==> src/rtl/smb_host_pkg.sv <==
package smb_host_pkg;

  typedef enum logic [2:0] {
    SQ_IDLE,
    SQ_START,
    SQ_TX,
    SQ_RSTART,
    SQ_RX,
    SQ_STOP
  } seq_state_t;

  localparam int          RAW         = 3;
  localparam logic [RAW-1:0] A_STAT   = 3'd0;
  localparam logic [RAW-1:0] A_CTL    = 3'd1;
  localparam logic [RAW-1:0] A_CMD    = 3'd2;
  localparam logic [RAW-1:0] A_ADDR   = 3'd3;
  localparam logic [RAW-1:0] A_DATA   = 3'd4;

  localparam int ST_BUSY  = 0;
  localparam int ST_DONE  = 1;
  localparam int ST_DERR  = 2;
  localparam int ST_BERR  = 3;
  localparam int ST_FAIL  = 4;
  localparam int ST_INUSE = 6;

  localparam int         CTL_GO     = 6;
  localparam logic [2:0] PROTO_BDR  = 3'b010;

endpackage

==> src/rtl/smb_qtick.sv <==
module smb_qtick #(
  parameter int DIV = 16
) (
  input  logic clk,
  input  logic rst_n,
  input  logic run,
  output logic tick
);
  localparam int CW = (DIV > 1) ? $clog2(DIV) : 1;
  localparam logic [CW-1:0] LAST = CW'(DIV - 1);

  logic [CW-1:0] cnt_q, cnt_n;
  logic          wrap;

  assign wrap = (cnt_q == LAST);
  assign tick = run && wrap;

  always_comb begin
    cnt_n = cnt_q;
    if (!run)      cnt_n = '0;
    else if (wrap) cnt_n = '0;
    else           cnt_n = cnt_q + 1'b1;
  end

  always_ff @(posedge clk or negedge rst_n) begin
    if (!rst_n) cnt_q <= '0;
    else        cnt_q <= cnt_n;
  end


  tick_gap_chk: assert property (@(posedge clk) disable iff (!rst_n)
    tick |=> !tick);

endmodule

==> src/rtl/smb_byteread_seq.sv <==
module smb_byteread_seq
  import smb_host_pkg::*;
(
  input  logic       clk,
  input  logic       rst_n,
  input  logic       start,
  input  logic       tick,
  input  logic       sda_in,
  input  logic [6:0] slv_addr,
  input  logic [7:0] cmd_byte,
  output logic       busy,
  output logic       scl_low,
  output logic       sda_low,
  output logic       ev_done,
  output logic       ev_nack,
  output logic       ev_berr,
  output logic [7:0] rx_byte
);
  seq_state_t state_q, state_n;
  logic [1:0] q_q, q_n;
  logic [3:0] bit_q, bit_n;
  logic [1:0] byte_q, byte_n;
  logic [7:0] sh_q, sh_n;
  logic       nak_q, nak_n;
  logic       samp, last, data_bit;

  assign samp     = tick && (q_q == 2'd2);
  assign last     = tick && (q_q == 2'd3);
  assign data_bit = (bit_q < 4'd8);

  always_comb begin
    state_n = state_q;
    q_n     = q_q;
    bit_n   = bit_q;
    byte_n  = byte_q;
    sh_n    = sh_q;
    nak_n   = nak_q;
    ev_done = 1'b0;
    ev_nack = 1'b0;
    ev_berr = 1'b0;
    if (state_q == SQ_IDLE) begin
      if (start) begin
        state_n = SQ_START;
        q_n     = 2'd0;
        byte_n  = 2'd0;
        nak_n   = 1'b0;
      end
    end else begin
      if (tick) q_n = q_q + 2'd1;
      unique case (state_q)
        SQ_START: if (last) begin
          state_n = SQ_TX;
          bit_n   = 4'd0;
          sh_n    = {slv_addr, 1'b0};
        end
        SQ_TX: begin
          if (samp && data_bit && sh_q[7] && !sda_in) begin
            state_n = SQ_IDLE;
            ev_berr = 1'b1;
          end
          if (samp && !data_bit && sda_in) nak_n = 1'b1;
          if (last) begin
            if (data_bit) begin
              bit_n = bit_q + 4'd1;
              sh_n  = {sh_q[6:0], 1'b0};
            end else if (nak_q) begin
              state_n = SQ_STOP;
            end else if (byte_q == 2'd0) begin
              byte_n = 2'd1;
              bit_n  = 4'd0;
              sh_n   = cmd_byte;
            end else if (byte_q == 2'd1) begin
              state_n = SQ_RSTART;
            end else begin
              state_n = SQ_RX;
              bit_n   = 4'd0;
            end
          end
        end
        SQ_RSTART: if (last) begin
          state_n = SQ_TX;
          byte_n  = 2'd2;
          bit_n   = 4'd0;
          sh_n    = {slv_addr, 1'b1};
        end
        SQ_RX: begin
          if (samp && data_bit) sh_n = {sh_q[6:0], sda_in};
          if (last) begin
            if (data_bit) bit_n = bit_q + 4'd1;
            else          state_n = SQ_STOP;
          end
        end
        SQ_STOP: if (last) begin
          state_n = SQ_IDLE;
          ev_done = !nak_q;
          ev_nack = nak_q;
        end
        default: state_n = SQ_IDLE;
      endcase
    end
  end

  always_comb begin
    scl_low = 1'b0;
    sda_low = 1'b0;
    unique case (state_q)
      SQ_START: begin
        scl_low = (q_q == 2'd3);
        sda_low = (q_q != 2'd0);
      end
      SQ_RSTART: begin
        scl_low = (q_q == 2'd0) || (q_q == 2'd3);
        sda_low = (q_q >= 2'd2);
      end
      SQ_TX: begin
        scl_low = (q_q == 2'd0) || (q_q == 2'd3);
        sda_low = data_bit && !sh_q[7];
      end
      SQ_RX:   scl_low = (q_q == 2'd0) || (q_q == 2'd3);
      SQ_STOP: begin
        scl_low = (q_q == 2'd0);
        sda_low = (q_q < 2'd2);
      end
      default: ;
    endcase
  end

  assign busy    = (state_q != SQ_IDLE);
  assign rx_byte = sh_q;

  always_ff @(posedge clk or negedge rst_n) begin
    if (!rst_n) begin
      state_q <= SQ_IDLE;
      q_q     <= 2'd0;
      bit_q   <= 4'd0;
      byte_q  <= 2'd0;
      sh_q    <= 8'd0;
      nak_q   <= 1'b0;
    end else begin
      state_q <= state_n;
      q_q     <= q_n;
      bit_q   <= bit_n;
      byte_q  <= byte_n;
      sh_q    <= sh_n;
      nak_q   <= nak_n;
    end
  end


  scl_on_tick_chk: assert property (@(posedge clk) disable iff (!rst_n)
    !tick |=> $stable(scl_low));

  sda_on_tick_chk: assert property (@(posedge clk) disable iff (!rst_n)
    !tick |=> $stable(sda_low));

  berr_release_chk: assert property (@(posedge clk) disable iff (!rst_n)
    ev_berr |=> (!scl_low && !sda_low));

  one_outcome_chk: assert property (@(posedge clk) disable iff (!rst_n)
    $onehot0({ev_done, ev_nack, ev_berr}));

endmodule

==> src/rtl/smb_host.sv <==
module smb_host
  import smb_host_pkg::*;
#(
  parameter int QDIV = 16
) (
  input  logic       clk,
  input  logic       rst_n,
  input  logic       reg_we,
  input  logic       reg_re,
  input  logic [2:0] reg_addr,
  input  logic [7:0] reg_wdata,
  output logic [7:0] reg_rdata,
  output logic       scl_low,
  output logic       sda_low,
  input  logic       sda_i
);
  logic       sda_s1_q, sda_s2_q;
  logic [7:0] addr_q, addr_n, cmd_q, cmd_n, data_q, data_n;
  logic [2:0] proto_q, proto_n;
  logic       done_q, done_n, derr_q, derr_n, berr_q, berr_n;
  logic       fail_q, fail_n, inuse_q, inuse_n;
  logic       busy, tick, go_ok, go_bad;
  logic       ev_done, ev_nack, ev_berr;
  logic [7:0] rx_byte;
  logic       wr_stat, wr_ctl, wr_cmd, wr_addr, wr_data, rd_stat;

  assign wr_stat = reg_we && (reg_addr == A_STAT);
  assign wr_ctl  = reg_we && (reg_addr == A_CTL) && !busy;
  assign wr_cmd  = reg_we && (reg_addr == A_CMD) && !busy;
  assign wr_addr = reg_we && (reg_addr == A_ADDR) && !busy;
  assign wr_data = reg_we && (reg_addr == A_DATA);
  assign rd_stat = reg_re && (reg_addr == A_STAT);
  assign go_ok   = wr_ctl && reg_wdata[CTL_GO] && (reg_wdata[4:2] == PROTO_BDR);
  assign go_bad  = wr_ctl && reg_wdata[CTL_GO] && (reg_wdata[4:2] != PROTO_BDR);

  smb_qtick #(.DIV(QDIV)) u_tick (
    .clk  (clk),
    .rst_n(rst_n),
    .run  (busy),
    .tick (tick)
  );

  smb_byteread_seq u_seq (
    .clk     (clk),
    .rst_n   (rst_n),
    .start   (go_ok),
    .tick    (tick),
    .sda_in  (sda_s2_q),
    .slv_addr(addr_q[7:1]),
    .cmd_byte(cmd_q),
    .busy    (busy),
    .scl_low (scl_low),
    .sda_low (sda_low),
    .ev_done (ev_done),
    .ev_nack (ev_nack),
    .ev_berr (ev_berr),
    .rx_byte (rx_byte)
  );

  always_comb begin
    done_n  = ev_done || (done_q && !(wr_stat && reg_wdata[ST_DONE]));
    derr_n  = ev_nack || (derr_q && !(wr_stat && reg_wdata[ST_DERR]));
    berr_n  = ev_berr || (berr_q && !(wr_stat && reg_wdata[ST_BERR]));
    fail_n  = go_bad  || (fail_q && !(wr_stat && reg_wdata[ST_FAIL]));
    inuse_n = inuse_q;
    if (wr_stat && reg_wdata[ST_INUSE]) inuse_n = 1'b0;
    else if (rd_stat)                   inuse_n = 1'b1;
    addr_n  = wr_addr ? reg_wdata : addr_q;
    cmd_n   = wr_cmd  ? reg_wdata : cmd_q;
    proto_n = wr_ctl  ? reg_wdata[4:2] : proto_q;
    data_n  = data_q;
    if (ev_done)      data_n = rx_byte;
    else if (wr_data) data_n = reg_wdata;
  end

  always_comb begin
    unique case (reg_addr)
      A_STAT:  reg_rdata = {1'b0, inuse_q, 1'b0, fail_q, berr_q, derr_q, done_q, busy};
      A_CTL:   reg_rdata = {3'b000, proto_q, 2'b00};
      A_CMD:   reg_rdata = cmd_q;
      A_ADDR:  reg_rdata = addr_q;
      A_DATA:  reg_rdata = data_q;
      default: reg_rdata = 8'h00;
    endcase
  end

  always_ff @(posedge clk or negedge rst_n) begin
    if (!rst_n) begin
      sda_s1_q <= 1'b1;
      sda_s2_q <= 1'b1;
      addr_q   <= 8'h00;
      cmd_q    <= 8'h00;
      data_q   <= 8'h00;
      proto_q  <= 3'd0;
      done_q   <= 1'b0;
      derr_q   <= 1'b0;
      berr_q   <= 1'b0;
      fail_q   <= 1'b0;
      inuse_q  <= 1'b0;
    end else begin
      sda_s1_q <= sda_i;
      sda_s2_q <= sda_s1_q;
      addr_q   <= addr_n;
      cmd_q    <= cmd_n;
      data_q   <= data_n;
      proto_q  <= proto_n;
      done_q   <= done_n;
      derr_q   <= derr_n;
      berr_q   <= berr_n;
      fail_q   <= fail_n;
      inuse_q  <= inuse_n;
    end
  end


  claim_sets_inuse_chk: assert property (@(posedge clk) disable iff (!rst_n)
    (rd_stat && !(wr_stat && reg_wdata[ST_INUSE])) |=> inuse_q);

  cmd_hold_busy_chk: assert property (@(posedge clk) disable iff (!rst_n)
    (busy && reg_we && (reg_addr == A_CMD)) |=> $stable(cmd_q));

  busy_from_start_chk: assert property (@(posedge clk) disable iff (!rst_n)
    $rose(busy) |-> $past(reg_we && (reg_addr == A_CTL) && reg_wdata[CTL_GO]));

  done_at_end_chk: assert property (@(posedge clk) disable iff (!rst_n)
    $rose(done_q) |-> (!busy && $past(busy)));

endmodule

==> config.mk <==
export PLATFORM = sky130hd
export DESIGN_NAME = smb_host
export DESIGN_NICKNAME = d
export VERILOG_FILES = /design/src/rtl/smb_host_pkg.sv /design/src/rtl/smb_qtick.sv /design/src/rtl/smb_byteread_seq.sv /design/src/rtl/smb_host.sv
export SDC_FILE = /design/constraint.sdc
export NUM_CORES = 1
export LEC_CHECK = 0
export BUFFER_PORTS_ARGS = -buffer_cell sky130_fd_sc_hd__buf_2
export CAP_MARGIN = 40
export CORE_ASPECT_RATIO = 0.6
export CORE_MARGIN = 10
export CORE_UTILIZATION = 40
export CTS_CLUSTER_DIAMETER = 50
export DETAILED_ROUTE_END_ITERATION = 8
export GPL_TIMING_DRIVEN = 0
export PLACE_DENSITY = 0.61
export SLEW_MARGIN = 30
export SYNTH_ARGS = -nofsm -noshare
export SYNTH_HDL_FRONTEND = slang
export SYNTH_SLANG_ARGS = --single-unit
==> constraint.sdc <==
create_clock -name clk -period 2 [get_ports clk]
set_input_delay 0.1 -clock clk [delete_from_list [all_inputs] [get_ports clk]]
set_output_delay 0.1 -clock clk [all_outputs]
set_load 0.05 [all_outputs]
==> results.cfg, run 1 <==
[power_and_ir_drop]
irDropWorstVdd_uv = 553
total_power_uw = 3030
leakage_uw = 0.00183
p_per_area_nw_per_um2 = 734

[cells_and_area]
finalNetCount = 411
multiInputGateArea_sq_um = 1790
regArea_sq_um = 1460
nFillCells = 721
syn2layout_area_growth_pct = 25.8
diodes = 0
drive_gt1_share_pct = 28.2

[place]
place_ws_ns = -0.597
portBuffers = 23
gp_congestion = 0.955
dp.final_hpwl_um = 6680

[setup_path]
crit_fanout = 9
r2r_start = u_seq.state_q[0]$_DFFE_PN0P_
rrSetupSlack_ns = 0.03
reg2reg_to = u_seq.rx_byte[2]$_DFFE_PN0P_
critical_path_arrival_ns = 2.16
criticalPathCategory = reg2reg
startpoint_type = register
critPathRequiredTime_ns = 2.19
r2r_cells = 7
cp-end-kind = register

[drt]
first_pass_iters = 4
ant_nets = 0
drt-wirelength-per-cell_um = 18.7
drc = 0
routed_wirelength_um = 9360
drt-initial-drc-count = 328
vias = 2851
vias_per_cell = 5.69

[cts]
cts-root-buf = clkbuf_16
cts_buffer_depth = 2
cts_inserted_buffers = 9
h-tree-depth = 3
insertion_delay_ns = 0.33
clock-sinks = 58
cts_tree = done
clk_pin_slew_worst_paths_ns = 0.05

[sta]
relSlewSlack_pct = 55.5
max_freq_mhz = 508
slew_violations = 0
setup_ws_ns = 0.0315
period_minus_slack_ns = 1.97
finClkSkew_ns = 0.00634
tightestPinTransition_ns = 0.664
setup_tns_ns = 0
finalSetupViolCount = 0
hold_viol_final = 0
rsz0062_at_grt = true
worst_hold_slack_ns = 0.0329
post-route-period-util_pct = 98.4

[grt]
overflow = 0
grt_pass1_vias = 2716
grt_util_all_layers_pct = 15.7
grt_pass1_wl_um = 15200
grt_max_degree = 59
antenna_found_initial = 0

[hold_path]
holdPathStages = 2
min_to = addr_q[7]$_DFFE_PN0P_
hp-class = in2reg
hold_start = reg_wdata[7]

[yosys]
synth.distinct_cells = 51
ys_ff_latch = 58
syn-cell-area_sq_um = 3280
synthCells = 339
ys_seq_area_share_pct = 44.3
synth-main-ff-cell = dfrtp_1
yosys_warnings = 0
syn_area_per_cell_sq_um = 9.68
syn_nets = 361
synth-edff-count = 0
async_flop_share_pct = 100

[run_status]
status = finished clean

[job]
cap_violations = 0

[floorplanning]
initial_core_util_pct = 41.5
rows = 25
die_area_sq_um = 12300
core_sq_um = 7910
io_pins = 26
chipWidth_um = 137
fp.dieH_um = 90.2
==> per-stage QoR <==
stage	area [sq um]	utilization, %	std cells
3_5_place_dp	3530	44.6	470
2_1_floorplan	3280	-	339
4_1_cts	3970	50.2	495
3_3_place_gp	3530	44.6	470
5_1_grt	4130	52.2	501
6_report	4130	52.2	501
==> synth_stat cells, drive strengths merged, types with 2 or more instances <==
cell type	count	area share [%]
clkbuf	15	1.8
nand3	16	2.4
nor3	4	0.76
nor4	2	0.38
nor2b	8	1.5
nor4bb	2	0.61
mux2	24	8.4
o21ai	35	5.5
a22oi	6	1.4
nand2b	5	0.95
a222oi	7	2.1
o31ai	5	1.1
a32oi	2	0.53
and2	2	0.38
a21o	3	0.69
a31oi	3	0.57
or3	2	0.53
nor2	19	2.3
dfstp	2	1.6
nand4	2	0.38
nor3b	2	0.46
inv	12	1.4
mux2i	20	6.1
ha	6	2.3
o22ai	6	1.1
buf	5	0.95
o21a	2	0.46
a21oi	8	1.2
dfrtp	56	43
nand2	41	4.7
and3	4	0.76
==> critical path, cell delays in order (launching register included) <==
cell	delay, ns
dfrtp_1	0.37
buf_6	0.14
or3b_4	0.40
or3_4	0.36
o21ai_4	0.08
o311ai_4	0.16
buf_4	0.18
mux2i_2	0.14
==> cell type report <==
type                       instances  share of cell area (%)
clock buffer                      13                    6.55
clock inverter                     2                   0.849
timing repair buffer              41                    6.85
sequential                        58                    35.3
inverter                          12                    1.09
buffer                            18                    2.76
multi-input combinational        249                    43.3
tap                              108                    3.27
==> layout by cell type (no fill, tap or decap), drive strengths merged, types with 3 or more instances in the layout <==
cell / instances
o22ai: 6
and3: 4
o21ai: 35
dfrtp: 56
clkbuf: 26
inv: 12
a31oi: 3
ha: 6
nor3: 4
nor2b: 8
a21o: 3
a21oi: 8
dlygate4sd3: 3
a222oi: 7
a22oi: 6
nand2b: 5
nand2: 41
nand3: 16
mux2i: 20
buf: 43
nor2: 19
o31ai: 5
mux2: 24
==> sequential cells by signal, indices dropped and copies added (netlist names) <==
signal	flops
u_seq.state_q	3
inuse_q	1
u_seq.bit_q	4
u_seq.byte_q	2
u_tick.cnt_q	4
fail_q	1
derr_q	1
proto_q	3
sda_s1_q	1
berr_q	1
u_seq.nak_q	1
cmd_q	8
u_seq.q_q	2
addr_q	8
done_q	1
u_seq.rx_byte	8
data_q	8
sda_s2_q	1
==> per-layer routing <==
metal	vias up	part of all wire [%]	track usage, %
met1	1401	51	23.9
li1	1335	-	-
met2	104	40	19.7
met3	11	8.5	5.50
met5	-	0	0
met4	0	1.2	4.28
==> worst max-delay path by stage <==
stage	start	to	slack, ns	cells past startpoint
2_1_floorplan	reg_addr[0]	reg_rdata[0]	0.005	4
3_3_place_gp	u_seq.state_q[1]$_DFFE_PN0P_	addr_q[3]$_DFFE_PN0P_	-0.61	4
3_5_place_dp	u_seq.state_q[1]$_DFFE_PN0P_	addr_q[6]$_DFFE_PN0P_	-0.60	4
4_1_cts	u_seq.q_q[1]$_DFFE_PN0P_	u_seq.bit_q[2]$_DFFE_PN0P_	0.001	6
5_1_grt	u_seq.state_q[0]$_DFFE_PN0P_	u_seq.rx_byte[2]$_DFFE_PN0P_	-0.01	7
6_report	u_seq.state_q[0]$_DFFE_PN0P_	u_seq.rx_byte[2]$_DFFE_PN0P_	0.03	7
==> power by group <==
group	leakage (uW)	internal, uW	switching [uW]
sequential	0.000746	1220	26.6
clock	0.000152	1050	520
combinational	0.000930	72.0	135
==> cells by family (layout without fill, tap and decap cells) <==
kind of cell    count (synthesis)  in the layout  share of synthesized area [%]
simple gates                  116            116                           18.0
compound gates                 82             82                           16.6
flops                          58             58                           44.3
mux                            44             44                           14.5
buf+inv                        32             86                           4.08
fa+ha+maj                       6              6                           2.29
xor+xnor                        1              1                          0.267
==> timing repair <==
action                                  CTS  global route
pin swaps                                 3             8
endpoints found under the setup margin   38            32
endpoints found under the hold margin    58             0
buffers inserted                          8             5
resized for setup                        16            28
hold buffers                              3             0
cloned                                    0             0
Note: power is estimated with default switching activity, not from simulation.
==> run 2, diff against run 1 <==
CORE_UTILIZATION = 54   (was 40)
PLACE_DENSITY = 0.78   (was 0.61)
==> run 2 against run 1 <==
Against the previous run:
- flip-flop and latch count unchanged
- worst setup slack improved by 0.0059 ns
- combinational power decreased by 3%
- worst hold slack got worse by 0.011 ns
- first-iteration DRC count up 30%
- global-route usage grew 3.5 points
- critical path depth shrank 1
- register-to-register slack is essentially flat
- die area shrank 21%
- total power decreased by 16%
- routed wire length down 2.4%
- largest cell class unchanged
==> results.cfg, run 2 (same netlist as run 1, synthesis figures left out) <==
[run_status]
status = finished clean

[grt]
overflow = 0
grt_pass1_vias = 2767
antenna_found_initial = 0
grt_max_degree = 59
grt_util_all_layers_pct = 19.2
grt_pass1_wl_um = 14600

[setup_path]
path_cells = buf_6, or3b_4, or3_4, o21ai_4, o311ai_4, mux2_4
cp-end-kind = register
rrSetupSlack_ns = 0.04
crit_fanout = 9
crit_slowest_cell = or3b_4
critical_path_arrival_ns = 2.19
critPathRequiredTime_ns = 2.23
startpoint_type = register
worst_path_largest_cell_delay_ns = 0.40
criticalPathCategory = reg2reg

[power_and_ir_drop]
p_int_uw = 1890
p_sw_share_pct = 25.3
total_power_uw = 2530
p_per_area_nw_per_um2 = 649
power.switching_uw = 641
p_seq_share_pct = 49.3
leakage_uw = 0.00176
irDropWorstVdd_uv = 449
p_comb_share_pct = 7.9
clkPwrFrac_pct = 42.7

[sta]
setup_tns_ns = 0
tightestPinTransition_ns = 0.726
worst_hold_slack_ns = 0.0223
period_minus_slack_ns = 1.96
rsz0062_at_grt = true
post-route-period-util_pct = 98.1
setup_ws_ns = 0.0374
relSlewSlack_pct = 51.6
finClkSkew_ns = 0.0102
finalSetupViolCount = 0
max_freq_mhz = 510
hold_viol_final = 0
slew_violations = 0

[floorplanning]
die_area_sq_um = 9700
fp.dieH_um = 80.4
io_pins = 26
rows = 21
core_sq_um = 5730
initial_core_util_pct = 57.3
chipWidth_um = 121

[cts]
clock-sinks = 58
clk_pin_slew_worst_paths_ns = 0.07
insertion_delay_ns = 0.35
cts_inserted_buffers = 9
cts_tree = done
cts_buffer_depth = 2
cts-root-buf = clkbuf_8
h-tree-depth = 3

[hold_path]
hp-class = in2reg

[place]
gp_congestion = 0.960
dp.final_hpwl_um = 6500
place_ws_ns = -0.551
placed_cell_area_sq_um = 3500
portBuffers = 23

[cells_and_area]
nFillCells = 473
diodes = 0
fin_area_sq_um = 3900
syn2layout_area_growth_pct = 19.0
drive_gt1_share_pct = 26.5
layout_commonest_cell = dfrtp_1
finalNetCount = 406
layout_common_cells = dfrtp_1 (53), nand2_1 (41), o21ai_0 (33)

[job]
cap_violations = 0

[drt]
ant_nets = 0
routed_wirelength_um = 9130
drt-wirelength-per-cell_um = 19.5
first_pass_iters = 8
vias_per_cell = 6.21
vias = 2911
drt-initial-drc-count = 428
drc = 0
-- run 2: cell types whose count changed in the layout (fill, tap and decap cells not counted), moves of 2 or more --
cell       before  now
clkbuf_16       9    0
buf_4          17   12
clkbuf_8        3   12
clkinv_2        1    3
buf_6           4    2
-- run 2: critical path: cells and delay by family (launching register included) --
family | cells | cell delay (ns)
and+or+nand+nor | 2 | 0.75
buffers and inverters | 1 | 0.14
muxes | 1 | 0.33
DFF | 1 | 0.37
AOI/OAI and AO/OA | 2 | 0.25
-- run 2: stage by stage --
| stage | instances | util [%] |
|---|---|---|
| 2_1_floorplan | 339 | - |
| 3_3_place_gp | 442 | 61.0 |
| 3_5_place_dp | 442 | 61.1 |
| 4_1_cts | 466 | 67.1 |
| 5_1_grt | 469 | 68.2 |
| 6_report | 469 | 68.2 |
-- run 2: metal layers --
metal  vias to the layer above  part of all wire [%]  routed length (um)  global-route usage (%)
met3                        16                    11                 996                    6.49
met5                         -                     0                   0                       0
met2                       162                    41                3760                    25.8
li1                       1331                     -                   -                       -
met4                         0                   1.0                  95                    6.59
met1                      1402                    47                4280                    27.5
-- run 2: path summary, 6_finish.rpt --
| path | from | to | cells past startpoint |
|---|---|---|---|
| worst min register to register | sda_s1_q$_DFF_PN1_ | sda_s2_q$_DFF_PN1_ | 0 |
| min in group asynchronous | rst_n | u_tick.cnt_q[2]$_DFF_PN0_ | 2 |
| worst max register to register | u_seq.state_q[0]$_DFFE_PN0P_ | u_seq.rx_byte[0]$_DFFE_PN0P_ | 6 |
| max in group asynchronous | rst_n | u_seq.state_q[1]$_DFFE_PN0P_ | 2 |
| worst min-delay path | reg_wdata[0] | cmd_q[0]$_DFFE_PN0P_ | 2 |
| worst max-delay path | u_seq.state_q[0]$_DFFE_PN0P_ | u_seq.rx_byte[0]$_DFFE_PN0P_ | 6 |
-- run 2: cell type report --
type                       instances  area, sq um  share of cell area [%]
buffer                            18          119                    3.04
clock buffer                      11          141                    3.62
clock inverter                     5         53.8                    1.38
inverter                          12         45.0                    1.15
multi-input combinational        249         1750                    44.9
sequential                        58         1460                    37.3
tap                               80          100                    2.56
timing repair buffer              36          235                    6.03
-- run 2: power groups by stage --
stage	logic (uW)	clock network [uW]	registers, uW
6_report	201	1080	1250
5_1_grt	222	1150	1250
4_1_cts	200	1100	1250
3_5_place_dp	196	0	1270
3_3_place_gp	189	0	1270
2_1_floorplan	116	0	1260
-- run 2: what timing repair did --
action | in CTS | in global routing
endpoints found under the setup margin | 37 | 23
hold buffers | 3 | 0
gates resized for setup | 17 | 17
endpoints found under the hold margin | 58 | 0
pin swaps | 5 | 5
setup buffers | 6 | 3
==> run 3, diff against run 2 <==
ABC_AREA = 1   (was unset)
CAP_MARGIN = 20   (was 40)
==> run 3 against run 2 <==
Against the previous run:
- highest routed layer unchanged
- worst hold slack lost 0.0047 ns
- global-route usage increased by 0.33 points
- critical path type unchanged
- synthesized cell count rose by 19%
- largest power group is now combinational logic
- cell count grew 14%
- largest cell class unchanged
- via count is 5.7% higher
==> results.cfg, run 3 <==
[grt]
grt_pass1_vias = 2897
antenna_found_initial = 0
grt_pass1_wl_um = 14800
grt_max_degree = 59
overflow = 0
grt_util_all_layers_pct = 19.5

[job]
cap_violations = 0

[setup_path]
startpoint_type = register
crit_fanout = 6
critical_path.top_delay_family = simple AND/OR/NAND/NOR gates
cp.depth = 12
critical_path_arrival_ns = 2.14
path_buf_inv = 0
path_cells = ha_2, nand2_1, nor2_4, nand2_4, nor2_2, nand3_1, nand2_1, o21ai_0, nand2_1, nand2_1, nand2_1, nand2_1
critPathRequiredTime_ns = 2.22
r2r_start = u_tick.cnt_q[0]$_DFF_PN0_
worst_path_largest_cell_delay_ns = 0.38
crit_slowest_cell = dfrtp_1
criticalPathCategory = reg2reg
rrSetupSlack_ns = 0.09
startpoint = u_tick.cnt_q[0]$_DFF_PN0_
reg2reg_to = u_seq.state_q[1]$_DFFE_PN0P_
worst_path_most_repeated_cell = nand2_1
cp-end-kind = register
r2r_cells = 12
cp-endpoint = u_seq.state_q[1]$_DFFE_PN0P_

[sta]
relSlewSlack_pct = 50.3
setup_tns_ns = 0
max_freq_mhz = 522
post-route-period-util_pct = 95.7
hold_viol_final = 0
rsz0062_at_grt = true
tightestPinTransition_ns = 0.745
slew_violations = 0
finClkSkew_ns = 0.00912
finalSetupViolCount = 0
period_minus_slack_ns = 1.91

[cts]
h-tree-depth = 3
clock-sinks = 58
cts-root-buf = clkbuf_8
insertion_delay_ns = 0.35
cts_tree = done
cts_buffer_depth = 2
cts_inserted_buffers = 9
clk_pin_slew_worst_paths_ns = 0.06

[run_status]
status = finished clean

[yosys]
synthCells = 403
yosysTopAreaCell = dfrtp_1
syn-cell-area_sq_um = 3250
ys_ff_latch = 58
syn_area_per_cell_sq_um = 8.07
synth_commonest_cells = nand2_1 (94), dfrtp_1 (56), inv_1 (55)
ys_seq_area_share_pct = 44.7
async_flop_share_pct = 100
synth-edff-count = 0
yosys-top-cells-area = dfrtp_1 (43%), nand2_1 (11%), o21ai_0 (6.9%)
syn_nets = 425
yosys_warnings = 0
synth-main-ff-cell = dfrtp_1
synth.top_cell.area_share_pct = 43.1
synth.most_common_cell = nand2_1
synth.distinct_cells = 41

[power_and_ir_drop]
p_seq_share_pct = 37.1
power.switching_uw = 2260
leakage_uw = 0.00182
p_sw_share_pct = 44.4
p_int_uw = 2820
p_comb_share_pct = 43.0
clkPwrFrac_pct = 19.9
p_per_area_nw_per_um2 = 1330
irDropWorstVdd_uv = 662

[cells_and_area]
final_cell_count_no_fill = 534
diodes = 0
syn2layout_area_growth_pct = 17.4
drive_gt1_share_pct = 21.4
layout_commonest_cell = nand2_1
layout_common_cells = nand2_1 (93), inv_1 (54), dfrtp_1 (54)
finalNetCount = 472

[place]
dp.cells = 508
gp_congestion = 0.993
dp.final_hpwl_um = 6640
portBuffers = 25

[drt]
drt-wirelength-per-cell_um = 17.3
vias_per_cell = 5.76
drt-initial-drc-count = 249
first_pass_iters = 6
drc = 0
ant_nets = 0
vias = 3076
routed_wirelength_um = 9250

[floorplanning]
fp.dieH_um = 80.1
initial_core_util_pct = 57.0
die_area_sq_um = 9630
rows = 21
io_pins = 26
chipWidth_um = 120
core_sq_um = 5700

[hold_path]
hp-class = in2reg
## run 3: cell types whose count changed in the layout (fill, tap and decap cells not counted), moves of 6 or more
cell and change:
nor2b_1 -8, o21ai_1 +6, nand3_1 +12, a222oi_1 -7, nand2_1 +52, inv_1 +42, clkbuf_1 -8, o21ai_0 +12
nand2_2 +7, mux2i_1 -20, o221ai_1 +7, o21ai_2 +8, mux2_2 -23
## run 3: how the worst min path moves through the flow
stage,depth (start not counted),slack [ns],from,to
global route,3,0.04,reg_wdata[7],cmd_q[7]$_DFFE_PN0P_
global placement,1,0.21,sda_i,sda_s1_q$_DFF_PN1_
CTS,3,0.01,reg_wdata[7],addr_q[7]$_DFFE_PN0P_
detailed placement,1,0.21,sda_i,sda_s1_q$_DFF_PN1_
floorplan,0,-0.20,rst_n,addr_q[0]$_DFFE_PN0P_
finish,3,0.02,reg_wdata[7],addr_q[7]$_DFFE_PN0P_
## run 3: cell families after synthesis
| group | count (synthesis) | share of synthesized area (%) |
|---|---|---|
| and+or+nand+nor | 175 | 26.5 |
| AOI/OAI and AO/OA | 96 | 17.9 |
| buffers and inverters | 66 | 8.08 |
| DFF | 58 | 44.7 |
| adders and majority gates | 6 | 2.31 |
| xor gates and xnor gates | 2 | 0.539 |
## run 3: final cells by class
cell class | instances | area (sq um)
Inverter | 60 | 229
Tap cell | 80 | 100
Buffer | 6 | 42.5
Sequential cell | 58 | 1460
Clock buffer | 11 | 151
Timing Repair Buffer | 36 | 225
Clock inverter | 4 | 27.5
Multi-Input combinational cell | 279 | 1590
Fill cell | 493 | 1880
## run 3: layer usage
metal	GRT usage (%)	share of wire (%)	vias to the layer above
met2	26.7	41	183
met1	26.8	45	1445
met3	8.80	12	14
li1	-	-	1434
met5	0	0	-
met4	5.64	1.3	0
## run 3: tightest hold or removal path: cells and delay by family
family                 cells  cell delay, ns
buffers and inverters      1            0.11
AO/OA/AOI/OAI              1            0.06
AND/OR/NAND/NOR            1            0.05
## run 3: what timing repair did
action,in CTS,in global routing
setup buffers,0,6
gates resized for setup,4,16
hold endpoints to repair,60,0
pin swaps,0,2
hold buffers,5,0
cloned,0,0
setup endpoints to repair,17,32
## run 3: per-stage QoR
| stage | setup slack (ns) | hold slack (ns) | total power, uW | cell area, sq um | util [%] |
|---|---|---|---|---|---|
| after floorplan | 0.0618 | -0.196 | 3350 | 3250 | - |
| after detailed placement | -0.149 | 0.208 | 3880 | 3480 | 61.0 |
| after CTS | 0.0257 | 0.0125 | 4910 | 3720 | 65.3 |
| after global placement | -0.0666 | 0.207 | 3810 | 3480 | 61.0 |
| final | 0.0858 | 0.0176 | 5080 | 3820 | 67.0 |
| after global routing | -0.00802 | 0.0377 | 5430 | 3820 | 67.0 |
## run 3: power groups by stage
stage	Combinational [uW]	Clock, uW	Sequential, uW
after detailed placement	1990	0	1890
final	2190	1010	1890
after global routing	2430	1060	1930
after global placement	1940	0	1880
after CTS	2020	1010	1880
after floorplan	1540	0	1810
